## src/rtl/tmr_if_pkg.sv

```systemverilog
package tmr_if_pkg;
    localparam int NCH    = 3;
    localparam int BYTE_W = 8;
    localparam int CNT_W  = 2 * BYTE_W;
    localparam int MODE_W = 3;
    localparam int ADDR_W = 2;
    localparam logic [ADDR_W-1:0] CTL_ADDR = 2'd3;

    typedef enum logic [1:0] {
        ACC_LATCH = 2'd0,
        ACC_LO    = 2'd1,
        ACC_HI    = 2'd2,
        ACC_WORD  = 2'd3
    } acc_e;

    typedef struct packed {
        logic [1:0]        sel;
        acc_e              acc;
        logic [MODE_W-1:0] mode;
        logic              bcd;
    } ctl_word_t;

    typedef struct packed {
        logic              out;
        logic              nul;
        acc_e              acc;
        logic [MODE_W-1:0] mode;
        logic              bcd;
    } status_t;

    function automatic logic [MODE_W-1:0] norm_mode(input logic [MODE_W-1:0] m);
        return (m > 3'd5) ? (m - 3'd4) : m;
    endfunction
endpackage

```

## src/rtl/tmr_cw_decode.sv

```systemverilog
module tmr_cw_decode
    import tmr_if_pkg::*;
(
    input  logic              wr_ctl_i,
    input  logic [BYTE_W-1:0] wdata_i,
    output logic [NCH-1:0]    cw_set_o,
    output logic [NCH-1:0]    cnt_latch_o,
    output logic [NCH-1:0]    st_latch_o,
    output acc_e              acc_o,
    output logic [MODE_W-1:0] mode_o,
    output logic              bcd_o
);
    ctl_word_t cw;
    assign cw     = ctl_word_t'(wdata_i);
    assign acc_o  = cw.acc;
    assign mode_o = norm_mode(cw.mode);
    assign bcd_o  = cw.bcd;

    always_comb begin
        cw_set_o    = '0;
        cnt_latch_o = '0;
        st_latch_o  = '0;
        if (wr_ctl_i) begin
            if (cw.sel == 2'd3) begin
                for (int ch = 0; ch < NCH; ch++) begin
                    if (wdata_i[ch+1]) begin
                        cnt_latch_o[ch] = !wdata_i[5];
                        st_latch_o[ch]  = !wdata_i[4];
                    end
                end
            end else begin
                for (int ch = 0; ch < NCH; ch++) begin
                    if (cw.sel == 2'(ch)) begin
                        if (cw.acc == ACC_LATCH) cnt_latch_o[ch] = 1'b1;
                        else                     cw_set_o[ch]    = 1'b1;
                    end
                end
            end
        end
    end
endmodule

```

## src/rtl/tmr_chan.sv

```systemverilog
module tmr_chan
    import tmr_if_pkg::*;
(
    input  logic              clk,
    input  logic              rst,
    input  logic              cw_set_i,
    input  acc_e              cw_acc_i,
    input  logic [MODE_W-1:0] cw_mode_i,
    input  logic              cw_bcd_i,
    input  logic              cnt_latch_i,
    input  logic              st_latch_i,
    input  logic              wr_i,
    input  logic              rd_i,
    input  logic [BYTE_W-1:0] wdata_i,
    input  logic [CNT_W-1:0]  live_i,
    input  logic              out_i,
    input  logic              taken_i,
    output logic [BYTE_W-1:0] rd_byte_o,
    output logic              load_o,
    output logic [CNT_W-1:0]  load_val_o,
    output logic [MODE_W-1:0] mode_o,
    output logic              bcd_o
);
    acc_e              acc_q;
    logic [MODE_W-1:0] mode_q;
    logic              bcd_q;
    logic              wr_hi_q, rd_hi_q;
    logic [BYTE_W-1:0] wlat_q;
    acc_e              cl_q;
    logic [CNT_W-1:0]  cl_val_q;
    logic              st_pend_q;
    status_t           st_val_q;
    logic              null_q;
    logic              load_q;
    logic [CNT_W-1:0]  load_val_q;
    logic              load_evt;
    status_t           st_now;

    assign load_evt   = wr_i && ((acc_q != ACC_WORD) || wr_hi_q);
    assign st_now     = '{out: out_i, nul: null_q, acc: acc_q, mode: mode_q, bcd: bcd_q};
    assign load_o     = load_q;
    assign load_val_o = load_val_q;
    assign mode_o     = mode_q;
    assign bcd_o      = bcd_q;

    always_comb begin
        if (st_pend_q)
            rd_byte_o = st_val_q;
        else if (cl_q != ACC_LATCH)
            rd_byte_o = (cl_q == ACC_HI) ? cl_val_q[CNT_W-1:BYTE_W] : cl_val_q[BYTE_W-1:0];
        else if (acc_q == ACC_HI || (acc_q == ACC_WORD && rd_hi_q))
            rd_byte_o = live_i[CNT_W-1:BYTE_W];
        else
            rd_byte_o = live_i[BYTE_W-1:0];
    end

    always_ff @(posedge clk) begin
        if (rst) begin
            acc_q      <= ACC_LO;
            mode_q     <= '0;
            bcd_q      <= 1'b0;
            wr_hi_q    <= 1'b0;
            rd_hi_q    <= 1'b0;
            wlat_q     <= '0;
            cl_q       <= ACC_LATCH;
            cl_val_q   <= '0;
            st_pend_q  <= 1'b0;
            st_val_q   <= '0;
            null_q     <= 1'b0;
            load_q     <= 1'b0;
            load_val_q <= '0;
        end else begin
            load_q <= 1'b0;
            if (rd_i) begin
                if (st_pend_q)
                    st_pend_q <= 1'b0;
                else if (cl_q != ACC_LATCH)
                    cl_q <= (cl_q == ACC_WORD) ? ACC_HI : ACC_LATCH;
                else if (acc_q == ACC_WORD)
                    rd_hi_q <= !rd_hi_q;
            end
            if (cnt_latch_i && cl_q == ACC_LATCH) begin
                cl_val_q <= live_i;
                cl_q     <= acc_q;
            end
            if (st_latch_i && !st_pend_q) begin
                st_val_q  <= st_now;
                st_pend_q <= 1'b1;
            end
            if (cw_set_i) begin
                acc_q   <= cw_acc_i;
                mode_q  <= cw_mode_i;
                bcd_q   <= cw_bcd_i;
                wr_hi_q <= 1'b0;
                rd_hi_q <= 1'b0;
            end
            if (wr_i) begin
                case (acc_q)
                    ACC_HI: begin
                        load_q     <= 1'b1;
                        load_val_q <= {wdata_i, {BYTE_W{1'b0}}};
                    end
                    ACC_WORD: begin
                        if (!wr_hi_q) begin
                            wlat_q  <= wdata_i;
                            wr_hi_q <= 1'b1;
                        end else begin
                            load_q     <= 1'b1;
                            load_val_q <= {wdata_i, wlat_q};
                            wr_hi_q    <= 1'b0;
                        end
                    end
                    default: begin
                        load_q     <= 1'b1;
                        load_val_q <= {{BYTE_W{1'b0}}, wdata_i};
                    end
                endcase
            end
            if (cw_set_i || load_evt)
                null_q <= 1'b1;
            else if (taken_i)
                null_q <= 1'b0;
        end
    end


    load_src_chk: assert property (@(posedge clk) disable iff (rst)
        load_o |-> $past(wr_i));


    null_on_load_chk: assert property (@(posedge clk) disable iff (rst)
        load_o |-> null_q);


    latch_hold_chk: assert property (@(posedge clk) disable iff (rst)
        (cl_q != ACC_LATCH && cnt_latch_i) |=> $stable(cl_val_q));


    status_hold_chk: assert property (@(posedge clk) disable iff (rst)
        (st_pend_q && !rd_i) |=> (st_pend_q && $stable(st_val_q)));
endmodule

```

## src/rtl/tmr_if.sv

```systemverilog
module tmr_if
    import tmr_if_pkg::*;
(
    input  logic                  clk,
    input  logic                  rst,
    input  logic [ADDR_W-1:0]     bus_addr,
    input  logic                  bus_wr,
    input  logic                  bus_rd,
    input  logic [BYTE_W-1:0]     bus_wdata,
    output logic [BYTE_W-1:0]     bus_rdata,
    output logic [NCH-1:0]        cnt_load,
    output logic [NCH*CNT_W-1:0]  cnt_load_val,
    output logic [NCH*MODE_W-1:0] cnt_mode,
    output logic [NCH-1:0]        cnt_bcd,
    input  logic [NCH*CNT_W-1:0]  cnt_live,
    input  logic [NCH-1:0]        cnt_out,
    input  logic [NCH-1:0]        cnt_taken
);
    logic              wr_ctl;
    logic [NCH-1:0]    cw_set, cnt_latch, st_latch;
    acc_e              cw_acc;
    logic [MODE_W-1:0] cw_mode;
    logic              cw_bcd;
    logic [BYTE_W-1:0] rd_bytes [NCH];

    assign wr_ctl = bus_wr && (bus_addr == CTL_ADDR);

    tmr_cw_decode u_dec (
        .wr_ctl_i    (wr_ctl),
        .wdata_i     (bus_wdata),
        .cw_set_o    (cw_set),
        .cnt_latch_o (cnt_latch),
        .st_latch_o  (st_latch),
        .acc_o       (cw_acc),
        .mode_o      (cw_mode),
        .bcd_o       (cw_bcd)
    );

    for (genvar ch = 0; ch < NCH; ch++) begin : g_ch
        tmr_chan u_chan (
            .clk         (clk),
            .rst         (rst),
            .cw_set_i    (cw_set[ch]),
            .cw_acc_i    (cw_acc),
            .cw_mode_i   (cw_mode),
            .cw_bcd_i    (cw_bcd),
            .cnt_latch_i (cnt_latch[ch]),
            .st_latch_i  (st_latch[ch]),
            .wr_i        (bus_wr && bus_addr == ADDR_W'(ch)),
            .rd_i        (bus_rd && bus_addr == ADDR_W'(ch)),
            .wdata_i     (bus_wdata),
            .live_i      (cnt_live[ch*CNT_W +: CNT_W]),
            .out_i       (cnt_out[ch]),
            .taken_i     (cnt_taken[ch]),
            .rd_byte_o   (rd_bytes[ch]),
            .load_o      (cnt_load[ch]),
            .load_val_o  (cnt_load_val[ch*CNT_W +: CNT_W]),
            .mode_o      (cnt_mode[ch*MODE_W +: MODE_W]),
            .bcd_o       (cnt_bcd[ch])
        );
    end

    always_comb begin
        bus_rdata = '0;
        if (bus_rd) begin
            for (int ch = 0; ch < NCH; ch++)
                if (bus_addr == ADDR_W'(ch)) bus_rdata = rd_bytes[ch];
        end
    end


    rd_ctl_zero_chk: assert property (@(posedge clk) disable iff (rst)
        (bus_rd && bus_addr == CTL_ADDR) |-> (bus_rdata == '0));


    load_onehot_chk: assert property (@(posedge clk) disable iff (rst)
        $onehot0(cnt_load));
endmodule

```

## config.mk

```make
export PLATFORM = sky130hd
export DESIGN_NAME = tmr_if
export DESIGN_NICKNAME = d
export VERILOG_FILES = /design/src/rtl/tmr_if_pkg.sv /design/src/rtl/tmr_cw_decode.sv /design/src/rtl/tmr_chan.sv /design/src/rtl/tmr_if.sv
export SDC_FILE = /design/constraint.sdc
export NUM_CORES = 1
export LEC_CHECK = 0
export BUFFER_PORTS_ARGS = -buffer_cell sky130_fd_sc_hd__buf_2
export CAP_MARGIN = 15
export CORE_UTILIZATION = 35
export CTS_BUF_LIST = sky130_fd_sc_hd__clkbuf_4 sky130_fd_sc_hd__clkbuf_8
export DETAILED_ROUTE_END_ITERATION = 8
export PLACE_DENSITY = 0.51
export SETUP_SLACK_MARGIN = 0.2
export SYNTH_ARGS = -nofsm -noshare
export SYNTH_HDL_FRONTEND = slang
export SYNTH_SLANG_ARGS = --single-unit
```

## constraint.sdc

```tcl
create_clock -name clk -period 3 [get_ports clk]
set_input_delay 0.15 -clock clk [delete_from_list [all_inputs] [get_ports clk]]
set_output_delay 0.15 -clock clk [all_outputs]
set_load 0.03 [all_outputs]
```

==> qor.json <==
{
  "status": "finished, final reports clean",
  "num_vias": 6918,
  "ios": 139,
  "finalCritPeriodShare_pct": 86.76,
  "timing.critical_path.fanout_max": 8,
  "detail_route.first_pass.iterations": 5,
  "global_route_wire_length_before_repair_um": 38040,
  "vias_cell": 5.132,
  "clk_path_buf_depth": 2,
  "regToRegSetupSlack_ns": 1.07,
  "ys_dominant_reg_cell": "sky130_fd_sc_hd__dfxtp_1",
  "grt_setup_unrepaired": "no",
  "core_um2": 22570,
  "finalWirelength_um": 23860,
  "area_growth_pct": 23.08,
  "max-vdd-ir-drop_v": 0.0002544,
  "hold_path_depth": 4,
  "layout.nets": 1118,
  "maxClockFrequency_ghz": 0.3842,
  "startpoint_type": "flop",
  "syn_area_um2": 8019,
  "mappedNetlistNets": 969,
  "max_slew_headroom_pct": 48.21,
  "reg2reg_to": "g_ch[2].u_chan.wlat_q[1]",
  "finalSetupViolCount": 0,
  "clock_insertion_delay_worst_skew_ns": 0.47,
  "synth-async-reset-ratio_pct": 0,
  "tritoncts": "built",
  "grt_antenna_before_repair": 0,
  "antenna_cells_inserted": 0,
  "worstReg2RegStart": "g_ch[2].u_chan.acc_q[1]",
  "postLayoutCoreUtil_pct": 43.73,
  "worst_hold_path.endpoint": "g_ch[1].u_chan.st_pend_q",
  "crit_path_max_cell_delay_ns": 0.47,
  "yosys.cell_types.count": 56,
  "postCtsSetupBuffers": 0,
  "synth_enable_flop_cells": 0,
  "gp_congestion": 0.8135,
  "report.final.hold_viol_count": 0,
  "clock_slew_at_the_register_clock_pins_of_the_worst_setup_and_hold_paths_ns": 0.08,
  "yosysWarnings": 0,
  "remaining_drc_errors": 0,
  "die-height_um": 153.4,
  "placement_rows": 55,
  "detailed_route_wire_length_per_cell_um": 17.70,
  "max_cap_viol_count": 0,
  "die_w_um": 153.4,
  "synth_sequential_area_ratio_pct": 45.69,
  "worstMarginPinSlew_ns": 0.7760,
  "grt_max_degree": 68,
  "fin_setup_tns_ns": 0,
  "grt_overflow": 0,
  "initial_standard_cell_utilization_of_the_core_pct": 35.53,
  "power.density_nw_per_um2": 484.4,
  "htree_levels": 4,
  "timing.critical_path.to_type": "output pin",
  "dpl.hpwl_um": 16190,
  "die-area_um2": 23520,
  "r2r.worst_path.cells": 6,
  "timing.setup.critical_path_class": "reg -> out",
  "crit_slowest_cell": "sky130_fd_sc_hd__dfxtp_1",
  "finalWorstPathRequiredPeriod_ns": 2.603,
  "static_leakage_uw": 0.003861,
  "dr.first_iter.drc_count": 380,
  "finClkSkew_ns": 0.01534,
  "timing.hold.worst.class": "in -> reg",
  "layout-drive-gt1-share_pct": 21.17,
  "path_cells": "inv_1 -> nand2_2 -> o22ai_1 -> a311o_1 -> a221oi_1 -> buf_2",
  "clock_sinks": 183,
  "root_buffer": "sky130_fd_sc_hd__clkbuf_8",
  "port_buffers": 138,
  "final_antenna_net_count": 0,
  "hp-start": "bus_rd",
  "ys_ff_latch": 183,
  "synthesis.instances": 901,
  "avgSynthCellArea_um2": 8.900,
  "slew_violations": 0,
  "nFillCells": 2285,
  "cp_data_arrival_time_ns": 2.45,
  "critPathRequiredTime_ns": 2.85,
  "gr-usage-all-layers_pct": 20.76,
  "first_global_vias": 6748,
  "cts-buffers-inserted": 17
}
[metal layers]
metal	share of wire (%)	vias to the layer above	GRT usage (%)
li1	-	3474	-
met1	50	3282	28.38
met2	45	141	33.05
met3	3.8	21	3.856
met4	1.2	0	6.381
met5	0	-	0
[power by group]
group	leakage [uW]	internal (uW)	switching, uW
Clock	0.000215	925	903
Combinational	0.00217	181	296
Sequential	0.00148	2460	19.1
[cell type report]
class                      count  area, um2  share of cell area [%]
clock buffer                  22      296.5                   3.005
clock inverter                10      143.9                   1.458
inverter                       9      33.78                  0.3423
multi-input combinational    628       3973                   40.25
sequential                   183       3665                   37.13
tap                          285      356.6                   3.613
timing repair buffer         211       1401                   14.20
[logic make-up after synthesis]
kind of cell / share of synthesized area (%)
and+or+nand+nor: 19.41
DFF: 45.69
AOI/OAI and AO/OA: 14.48
muxes: 14.82
buffers and inverters: 5.274
xor gates and xnor gates: 0.3277
[repair_timing]
action	CTS	global route
resized for setup	0	6
hold buffers	54	0
endpoints found under the setup margin	0	2
endpoints found under the hold margin	54	0
[per-stage QoR]
stage	total power, uW	hold slack, ns	area (um2)	setup WS (ns)	cells
final	4781	0.08282	9869	0.3973	1348
after global routing	4966	0.08238	9869	0.2259	1348
after CTS	4826	0.06049	9847	0.2481	1348
after detailed placement	2956	0.4005	8866	0.6958	1262
after global placement	2955	0.3932	8866	0.7481	1262
after floorplan	2783	0.2939	8019	0.8394	901
[synthesized netlist by cell type, types with 8 or more instances]
cell type                  count  area share (%)
sky130_fd_sc_hd__dfxtp_1     183              46
sky130_fd_sc_hd__nand2_1      60             2.8
sky130_fd_sc_hd__o211ai_1      8            0.75
sky130_fd_sc_hd__a221oi_1     38             4.2
sky130_fd_sc_hd__buf_2        19             1.2
sky130_fd_sc_hd__o221ai_1      8            0.87
sky130_fd_sc_hd__a21oi_1      59             3.7
sky130_fd_sc_hd__nor2_1      168             7.9
sky130_fd_sc_hd__nand3_1      30             1.9
sky130_fd_sc_hd__a311o_1       8             1.0
sky130_fd_sc_hd__nand2b_1     12            0.94
sky130_fd_sc_hd__buf_4        14             1.3
sky130_fd_sc_hd__mux2i_1     112              14
sky130_fd_sc_hd__nor3_1       35             2.2
sky130_fd_sc_hd__clkbuf_1     43             2.0
[cell usage in the layout (no fill, tap or decap), drive strengths merged, types with 2 or more instances in the layout]
cell	count
dfxtp	183
nor2	173
buf	157
mux2i	112
nand2	60
a21oi	59
dlygate4sd3	54
a221oi	38
nor3	37
nand3	31
clkbuf	22
nand2b	12
a311o	8
o221ai	8
o211ai	8
nor2b	7
o22ai	7
o21a	7
inv	7
a31o	6
mux2	6
o21ai	6
clkinv	6
a31oi	4
nor4	4
and2	4
a211o	3
xnor2	3
nor3b	3
clkinvlp	3
bufinv	3
or2	2
a21o	2
nand3b	2
o211a	2
a311oi	2
a22oi	2
or3	2
[critical path: cells and delay by family, from the launching register on]
kind	cells	cell delay [ns]
compound gates	3	0.84
simple gates	1	0.20
flops	1	0.47
buf+inv	2	0.49
[sequential cells by signal, summed over array words and instances (netlist names)]
register,count
g_ch.u_chan.mode_o,9
g_ch.u_chan.wlat_q,24
g_ch.u_chan.wr_hi_q,3
g_ch.u_chan.cl_q,6
g_ch.u_chan.st_val_q,24
g_ch.u_chan.st_pend_q,3
g_ch.u_chan.bcd_o,3
g_ch.u_chan.load_o,3
g_ch.u_chan.acc_q,6
g_ch.u_chan.rd_hi_q,3
g_ch.u_chan.null_q,3
g_ch.u_chan.cl_val_q,48
g_ch.u_chan.load_val_o,48
[how the worst max path moves through the flow]
stage                                   from            to  slack (ns)  depth (start not counted)
floorplan            g_ch[2].u_chan.acc_q[1]  bus_rdata[2]        0.84                          6
detailed placement               bus_addr[0]  bus_rdata[6]        0.70                          7
finish                g_ch[2].u_chan.cl_q[0]  bus_rdata[0]        0.40                          6
CTS                 g_ch[0].u_chan.st_pend_q  bus_rdata[1]        0.25                          5
global route         g_ch[2].u_chan.acc_q[0]  bus_rdata[0]        0.23                          6
global placement    g_ch[0].u_chan.st_pend_q  bus_rdata[0]        0.75                          5
Power figures use the tool's default switching activity.
